**config.mk**
```make
export PLATFORM = sky130hd
export DESIGN_NAME = lsu_lane_align
export DESIGN_NICKNAME = d
export VERILOG_FILES = /design/src/rtl/lsu_lane_pkg.sv /design/src/rtl/lsu_agen.sv /design/src/rtl/lsu_align_check.sv /design/src/rtl/lsu_store_lane.sv /design/src/rtl/lsu_load_lane.sv /design/src/rtl/lsu_lane_align.sv
export SDC_FILE = /design/constraint.sdc
export NUM_CORES = 1
export LEC_CHECK = 0
export ABC_CLOCK_PERIOD_IN_PS = 7600
export BUFFER_PORTS_ARGS = -buffer_cell sky130_fd_sc_hd__buf_4
export CAP_MARGIN = 40
export CORE_MARGIN = 5
export CORE_UTILIZATION = 30
export CTS_CLUSTER_SIZE = 16
export DETAILED_ROUTE_END_ITERATION = 16
export MAX_ROUTING_LAYER = met4
export PLACE_DENSITY = 0.54
export SLEW_MARGIN = 20
export SYNTH_ARGS = -nofsm -noshare
export SYNTH_HDL_FRONTEND = slang
export SYNTH_SLANG_ARGS = --single-unit
```
**constraint.sdc**
```tcl
create_clock -name clk -period 7.6 [get_ports clk]
set_clock_uncertainty 0.05 [all_clocks]
set_input_delay 0.38 -clock clk [delete_from_list [all_inputs] [get_ports clk]]
set_output_delay 0.38 -clock clk [all_outputs]
set_load 0.01 [all_outputs]
```
**src/rtl/lsu_lane_pkg.sv**
```systemverilog
package lsu_lane_pkg;

  localparam int LANE_W = 8;
  localparam int LANES  = 4;
  localparam int WORD_W = LANE_W * LANES;
  localparam int HALF_W = 2 * LANE_W;

  typedef enum logic [1:0] {
    SZ_BYTE = 2'b00,
    SZ_HALF = 2'b01,
    SZ_WORD = 2'b10,
    SZ_RSVD = 2'b11
  } acc_size_e;

  // True when the low address bits do not fit the access size.
  function automatic logic misaligned(input logic [1:0] sz, input logic [1:0] lo);
    case (sz)
      SZ_BYTE: return 1'b0;
      SZ_HALF: return lo[0];
      SZ_WORD: return |lo;
      default: return 1'b1;
    endcase
  endfunction

  // Big-endian lane mask: byte offset 0 is the top lane.
  function automatic logic [LANES-1:0] lane_mask(input logic [1:0] sz, input logic [1:0] lo);
    logic [LANES-1:0] top;
    top = {1'b1, {(LANES-1){1'b0}}};
    case (sz)
      SZ_BYTE: return top >> lo;
      SZ_HALF: return lo[1] ? 4'b0011 : 4'b1100;
      SZ_WORD: return {LANES{1'b1}};
      default: return '0;
    endcase
  endfunction

  // Widen a right-justified byte or halfword to a full word.
  function automatic logic [WORD_W-1:0] extend_lane(input logic [WORD_W-1:0] v,
                                                    input logic [1:0] sz,
                                                    input logic uns);
    case (sz)
      SZ_BYTE: return {{(WORD_W-LANE_W){~uns & v[LANE_W-1]}}, v[LANE_W-1:0]};
      SZ_HALF: return {{(WORD_W-HALF_W){~uns & v[HALF_W-1]}}, v[HALF_W-1:0]};
      default: return v;
    endcase
  endfunction

endpackage

```
**src/rtl/lsu_agen.sv**
```systemverilog
module lsu_agen #(
  parameter int ADDR_W = 32,
  parameter int OFFS_W = 16
) (
  input  logic [ADDR_W-1:0] base,
  input  logic [OFFS_W-1:0] offset,
  output logic [ADDR_W-1:0] ea
);
  localparam int EXT_W = ADDR_W - OFFS_W;

  logic [ADDR_W-1:0] offset_wide;

  assign offset_wide = {{EXT_W{offset[OFFS_W-1]}}, offset};
  assign ea          = base + offset_wide;
endmodule

```
**src/rtl/lsu_align_check.sv**
```systemverilog
module lsu_align_check
  import lsu_lane_pkg::*;
(
  input  logic       clk,
  input  logic       rst_n,
  input  logic       req_valid,
  input  logic [1:0] size,
  input  logic [1:0] lo,
  output logic       fault
);
  logic size_bad;

  assign size_bad = misaligned(size, lo);
  assign fault    = req_valid & size_bad;

  // no flag outside a request
  assert_idle_no_fault_R5: assert property (@(posedge clk) disable iff (!rst_n)
    !req_valid |-> !fault);
  // byte accesses are always legal
  assert_byte_never_faults_R5: assert property (@(posedge clk) disable iff (!rst_n)
    (req_valid && size == SZ_BYTE) |-> !fault);
  // reserved size always faults
  assert_rsvd_faults_R5: assert property (@(posedge clk) disable iff (!rst_n)
    (req_valid && size == SZ_RSVD) |-> fault);
endmodule

```
**src/rtl/lsu_store_lane.sv**
```systemverilog
module lsu_store_lane
  import lsu_lane_pkg::*;
(
  input  logic              clk,
  input  logic              rst_n,
  input  logic              store_en,
  input  logic              fault,
  input  logic [1:0]        size,
  input  logic [1:0]        lo,
  input  logic [WORD_W-1:0] data,
  output logic [WORD_W-1:0] wdata,
  output logic [LANES-1:0]  we
);
  logic [LANES-1:0] mask_raw;
  logic             write_ok;

  assign mask_raw = lane_mask(size, lo);
  assign write_ok = store_en & ~fault;
  assign we       = write_ok ? mask_raw : '0;

  for (genvar j = 0; j < LANES; j++) begin : g_lane
    localparam bit ODD = (j % 2) == 1;
    logic [LANE_W-1:0] half_src;
    assign half_src = ODD ? data[HALF_W-1:LANE_W] : data[LANE_W-1:0];
    assign wdata[j*LANE_W +: LANE_W] =
      (size == SZ_BYTE) ? data[LANE_W-1:0] :
      (size == SZ_HALF) ? half_src :
                          data[j*LANE_W +: LANE_W];
  end

  // a faulting access writes nothing
  assert_fault_no_we_R6: assert property (@(posedge clk) disable iff (!rst_n)
    fault |-> (we == '0));
  // loads and idle cycles never write
  assert_load_no_we_R10: assert property (@(posedge clk) disable iff (!rst_n)
    !store_en |-> (we == '0));
  // a byte store enables exactly one lane
  assert_byte_one_lane_R2: assert property (@(posedge clk) disable iff (!rst_n)
    (store_en && size == SZ_BYTE) |-> ($countones(we) == 1));
  // a legal halfword store enables one aligned pair
  assert_half_pair_R3: assert property (@(posedge clk) disable iff (!rst_n)
    (store_en && !fault && size == SZ_HALF) |-> (we == 4'b1100 || we == 4'b0011));
  // a legal word store enables every lane
  assert_word_all_R4: assert property (@(posedge clk) disable iff (!rst_n)
    (store_en && !fault && size == SZ_WORD) |-> (we == 4'b1111));
endmodule

```
**src/rtl/lsu_load_lane.sv**
```systemverilog
module lsu_load_lane
  import lsu_lane_pkg::*;
(
  input  logic              clk,
  input  logic              rst_n,
  input  logic              load_en,
  input  logic              fault,
  input  logic [1:0]        size,
  input  logic              uns,
  input  logic [1:0]        lo,
  input  logic [WORD_W-1:0] rdata,
  output logic              load_valid,
  output logic [WORD_W-1:0] load_value
);
  logic [LANE_W-1:0] lane_v [LANES];
  logic [LANE_W-1:0] byte_pick;
  logic [HALF_W-1:0] half_pick;
  logic [WORD_W-1:0] justified;
  logic [WORD_W-1:0] widened;
  logic              load_hit;
  logic [1:0]        q_size;
  logic              q_uns;

  for (genvar j = 0; j < LANES; j++) begin : g_split
    assign lane_v[j] = rdata[j*LANE_W +: LANE_W];
  end

  assign byte_pick = lane_v[2'(LANES-1) - lo];
  assign half_pick = lo[1] ? {lane_v[1], lane_v[0]} : {lane_v[3], lane_v[2]};

  always_comb begin
    case (size)
      SZ_BYTE: justified = {{(WORD_W-LANE_W){1'b0}}, byte_pick};
      SZ_HALF: justified = {{(WORD_W-HALF_W){1'b0}}, half_pick};
      default: justified = rdata;
    endcase
  end

  assign widened  = extend_lane(justified, size, uns);
  assign load_hit = load_en & ~fault;

  always_ff @(posedge clk) begin
    if (!rst_n) begin
      load_valid <= 1'b0;
      load_value <= '0;
      q_size     <= SZ_WORD;
      q_uns      <= 1'b0;
    end else begin
      load_valid <= load_hit;
      if (load_hit) begin
        load_value <= widened;
        q_size     <= size;
        q_uns      <= uns;
      end
    end
  end

  // a legal load yields a result one cycle later
  assert_valid_after_load_R10: assert property (@(posedge clk) disable iff (!rst_n)
    load_hit |=> load_valid);
  // a faulting load leaves the result untouched
  assert_fault_hold_R6: assert property (@(posedge clk) disable iff (!rst_n)
    (load_en && fault) |=> (!load_valid && $stable(load_value)));
  // signed byte result carries its sign in the upper bits
  assert_sign_fill_R7: assert property (@(posedge clk) disable iff (!rst_n)
    (load_valid && q_size == SZ_BYTE && !q_uns) |->
      (load_value[WORD_W-1:LANE_W] == {(WORD_W-LANE_W){load_value[LANE_W-1]}}));
  // unsigned halfword result has a zero upper half
  assert_zero_fill_R8: assert property (@(posedge clk) disable iff (!rst_n)
    (load_valid && q_size == SZ_HALF && q_uns) |->
      (load_value[WORD_W-1:HALF_W] == '0));
endmodule

```
**src/rtl/lsu_lane_align.sv**
```systemverilog
module lsu_lane_align
  import lsu_lane_pkg::*;
#(
  parameter int ADDR_W = 32,
  parameter int OFFS_W = 16
) (
  input  logic              clk,
  input  logic              rst_n,
  input  logic              req_valid,
  input  logic              req_store,
  input  logic [1:0]        req_size,
  input  logic              req_unsigned,
  input  logic [ADDR_W-1:0] base_addr,
  input  logic [OFFS_W-1:0] addr_offset,
  input  logic [WORD_W-1:0] store_value,
  input  logic [WORD_W-1:0] mem_rdata,
  output logic [ADDR_W-1:0] mem_addr,
  output logic [WORD_W-1:0] mem_wdata,
  output logic [LANES-1:0]  mem_we,
  output logic              align_fault,
  output logic              load_valid,
  output logic [WORD_W-1:0] load_value
);
  logic [ADDR_W-1:0] eff_addr;
  logic [1:0]        lane_lo;
  logic              store_req;
  logic              load_req;

  assign lane_lo   = eff_addr[1:0];
  assign store_req = req_valid & req_store;
  assign load_req  = req_valid & ~req_store;
  assign mem_addr  = eff_addr;

  lsu_agen #(.ADDR_W(ADDR_W), .OFFS_W(OFFS_W)) u_agen (
    .base   (base_addr),
    .offset (addr_offset),
    .ea     (eff_addr)
  );

  lsu_align_check u_check (
    .clk       (clk),
    .rst_n     (rst_n),
    .req_valid (req_valid),
    .size      (req_size),
    .lo        (lane_lo),
    .fault     (align_fault)
  );

  lsu_store_lane u_store (
    .clk      (clk),
    .rst_n    (rst_n),
    .store_en (store_req),
    .fault    (align_fault),
    .size     (req_size),
    .lo       (lane_lo),
    .data     (store_value),
    .wdata    (mem_wdata),
    .we       (mem_we)
  );

  lsu_load_lane u_load (
    .clk        (clk),
    .rst_n      (rst_n),
    .load_en    (load_req),
    .fault      (align_fault),
    .size       (req_size),
    .uns        (req_unsigned),
    .lo         (lane_lo),
    .rdata      (mem_rdata),
    .load_valid (load_valid),
    .load_value (load_value)
  );
endmodule

```
* Word-level counts from Yosys, hierarchy flattened
Cells that the tools add are included.
** Cells by class
- $add $sub $neg :: 2
- $lt $le $gt $ge :: 1
- Equality and inequality tests :: 2
- Shifts and indexed selects :: 1
- Multiplexer cells :: 15
- Bitwise logic cells :: 11
- Reductions and logical operators :: 2
** Operators by type and width (count)
- one-hot mux 32 bit (2 select lines) :: 2
- two-way mux 8 bit :: 7
- adder 32 bit :: 1
- binary-select mux 8 bit (select 2 bit) :: 1
- two-way mux 16 bit :: 1
- one-hot mux 4 bit (3 select lines) :: 1
- two-way mux 4 bit :: 2
- bitwise AND 1 bit :: 7
- right shift 4 x 2 -> 4 bit, first input constant :: 1
- >= comparator 3 bit, second input constant :: 1
- inverter 1 bit :: 3
- inverter 2 -> 3 bit :: 1
- one-hot mux 1 bit (3 select lines) :: 1
- equality test 2 x 1 -> 1 bit, second input constant :: 1
- equality test 2 bit, second input constant :: 1
- logical NOT 2 bit :: 1
- OR reduction 2 bit :: 1
- subtractor 2 bit, first input constant :: 1
** Storage, ports and cells
- Bits in registers :: 33
- Input port bits :: 119
- Output and inout port bits :: 102
- Logic and storage cells :: 36

* Logic depth before layout (Yosys ltp)
- Word-level depth :: 9
- Gate-level depth with buffers :: 12
- Mapped depth without buffers :: 10

* Modules after synthesis
From an unflattened synthesis, not the netlist that was laid out.
** Second synthesis, totals
- Cells, all modules :: 507
- Area total of the unflattened synthesis :: 4115.2 µm²
** By module, submodules not included
- lsu_load_lane :: times used 1, cells each 195, area each 1849.3 µm², seq. area each 660.6 µm²
- lsu_agen :: times used 1, cells each 241, area each 1744.2 µm², seq. area each 0.0 µm²
- lsu_store_lane :: times used 1, cells each 66, area each 489.2 µm², seq. area each 0.0 µm²
- lsu_align_check :: times used 1, cells each 3, area each 16.3 µm², seq. area each 0.0 µm²
- lsu_lane_align :: times used 1, cells each 2, area each 16.3 µm², seq. area each 0.0 µm²

* Worst setup path before layout
OpenSTA, ideal clock, no wires.
- Path kind :: input to output
- Start :: input base_addr[0]
- End :: output mem_addr[30]
- Data arrival time :: 2.465 ns
- Data required time :: 7.170 ns
- Path slack :: 4.705 ns
- Stages on the path :: 10
- Path buffers :: 0
- Cells stage by stage :: ha_1 inv_1 fa_1 nand2b_1 a21oi_1 o21ai_1 a2111oi_1 o2111ai_1 a21oi_1 xor2_1
** On the way
- Cells in the longest elaborated chain, start to end :: 1
** RTL lines
- start, declared :: line lsu_lane_align.sv:13 : input logic [ADDR_W-1:0] base_addr,
- adder 32 bit :: line lsu_agen.sv:14 : assign ea = base + offset_wide;
- end, declared :: line lsu_lane_align.sv:17 : output logic [ADDR_W-1:0] mem_addr,
Every way passes these cells.

* Final worst setup path
Ends and elaborated chain as after synthesis.

==> impl_metrics.tcl <==
set metrics [dict create \
    cts_num_sinks 33 \
    async_flop_share_pct 0 \
    drv_slew 0 \
    die_y_um 124 \
    path_clk_slew_ns 0.05 \
    synthTopCellsByCount "nand2_1, a21oi_1, o21ai_0" \
    cts_resized 0 \
    reg2reg_depth 2 \
    hold_buffers 0 \
    finalNonFillerCells 909 \
    initial_utilization_pct 30.8 \
    power_uw 834 \
    peakVddDrop_v 0.0000638 \
    outcome "finished clean" \
    critical-path-max-stage-delay_ns 0.68 \
    hpwl_um 11700 \
    clock_path_buffers 2 \
    worstPathArrival_ns 3.06 \
    antenna_found_initial 0 \
    start_kind "primary input" \
    worst_hold_slack_ns 0.335 \
    period_share_pct 45.9 \
    required_ns 7.17 \
    tightest_slew_ns 0.725 \
    totalWireLength_um 14300 \
    drive_above_1_share_pct 34.6 \
    die_area_um2 15400 \
    drc 0 \
    syn_area_um2 3900 \
    finalSetupViolations 0 \
    syn_area_per_cell_um2 7.10 \
    post-synth-top-count-cell "nand2_1" \
    synth_edf_count 0 \
    core_um2 12700 \
    multi_input_area_um2 2980 \
    drt_pass1_iterations 4 \
    postRouteAntennaNets 0 \
    grt_max_degree 68 \
    syn_nets 701 \
    hold_depth 3 \
    synth_top_area_cell "dfxtp_1" \
    critPathMaxFanout 3 \
    rsz0062_at_grt "no" \
    synthFlopType "dfxtp_1" \
    clk_latency_ns 0.27 \
    ys_warn_count 0 \
    grt_first_pass_wirelength_um 22000 \
    pin_count 221 \
    seqCellArea_um2 661 \
    fin_nets 887 \
    utilization_pct 45.5 \
    gp_congestion 0.849 \
    grt_pass1_vias 4528 \
    n_fill_cell 1285 \
    path_class "primary input to output port" \
    maxSlewHeadroom_pct 51.6 \
    synth_area_leaders "dfxtp_1, ha_1, a21oi_1" \
    syn_to_final_growth_pct 47.5 \
    clock_tree.root_cell "clkbuf_16" \
    synth_top_area_share_pct 16.9 \
    min_period_ns 3.49 \
    cts_tree "built" \
    hold_path_class "primary input to flip-flop" \
    drt_first_iter_violations 240 \
    finalSetupTns_ns 0 \
    num_antenna_cells 0 \
    vias_per_cell 5.13 \
    port_buffers 220 \
    end_kind "output port" \
    synth_cell_types 59 \
    p_leak_uw 0.00272 \
    vias 4660 \
    htreeDepth 2 \
    dp_cells 901 \
    wire_per_inst_um 15.7 \
    post_cts_buffers 0 \
    cellPowerDensity_nw_per_um2 145 \
    grt_overflow 0 \
    ys_ff_latch 33 \
    crit_slowest_cell "a2111oi_1" \
    synthCells 550 \
    synth-seq-area-share_pct 16.9 \
    cts_made_buffers 5 \
    hold_viol 0 \
    clock.fmax_mhz 287 \
    grt_usage_pct 18.0 \
    die_w_um 124 \
    rows 41 \
    maxCapViolations 0 \
    path_cells "buf_4, ha_1, inv_1, fa_1, nand2b_1, a21oi_1, o21ai_1, a2111oi_1, o2111ai_1, a21oi_1, xor2_1, buf_4" \
]
per-stage QoR:
stage	instance area [um2]	worst slack, ns
6_report	5760	4.11
5_1_grt	5760	3.84
4_1_cts	5760	4.13
3_5_place_dp	5600	4.07
3_3_place_gp	5580	4.13
2_1_floorplan	3900	4.70
report_power, final:
group / switching (uW) / internal [uW] / total (uW)
registers: 5.68 / 184 / 190
logic: 225 / 212 / 437
clock network: 68.9 / 138 / 207
final timing paths:
| kind | from | end | slack (ns) |
|---|---|---|---|
| hold / removal | mem_rdata[28] | u_load.load_value[28] | 0.33 |
| setup reg to reg | u_load.load_value[17] | u_load.load_value[17] | 6.84 |
| hold reg to reg | u_load.load_value[4] | u_load.load_value[4] | 0.41 |
| setup / recovery | base_addr[0] | mem_addr[30] | 4.11 |
kinds of logic after synthesis:
family	share of synthesized area (%)
AOI/OAI and AO/OA	34.8
and+or+nand+nor	17.1
buffers and inverters	6.89
DFF	16.9
adders and majority gates	10.4
xor gates and xnor gates	6.51
muxes	7.24
critical path: cells and delay by family:
kind | cells | cell delay (ns)
simple gates | 1 | 0.18
buf+inv | 3 | 0.29
fa+ha+maj | 2 | 0.58
compound gates | 5 | 1.45
xor+xnor | 1 | 0.17
area by class of cell:
type                       instances  area share, %
multi-input combinational        456           51.7
clock buffer                       7           2.65
clock inverter                     1         0.0869
inverter                          17           1.11
sequential                        33           11.5
tap                              172           3.74
timing repair buffer             223           29.2
sequential cells by signal, indices dropped and copies added (netlist names):
| name | cells |
|---|---|
| u_load.load_valid | 1 |
| u_load.load_value | 32 |
metal layers:
layer	share of wire [%]	up-vias	track usage, %
met2	47	165	30.3
met3	7.5	14	2.72
met1	45	2108	23.1
met5	0	-	-
li1	-	2373	-
met4	1.3	0	3.63
cell usage in the layout (no fill, tap or decap), types with 3 or more instances in the layout:
cell       synthesis  routed
nand4_1            5       5
mux2i_1            8       8
ha_1              31      31
nor3_1             5       5
nor2_1            24      24
buf_4              8     222
a21o_1            15      15
o22ai_1            7       7
a21boi_1           3       3
inv_1             16      16
a211oi_1           4       4
and2_1             5       5
a21boi_0           4       4
nand2b_1           4       4
o21ai_1            3       3
a21oi_1           66      66
a31oi_1            5       5
nor2b_1            4       4
o211ai_1          10      10
nand2_1           77      77
a22oi_1            7       7
dfxtp_1           33      33
clkbuf_16          0       5
nand3_1           13      13
mux2_2            16      16
o21a_1            13      13
o21bai_1           4       4
o21ai_0           62      62
xor2_1            13      13
xnor2_1           16      16
Note: power is estimated with default switching activity, not from simulation.
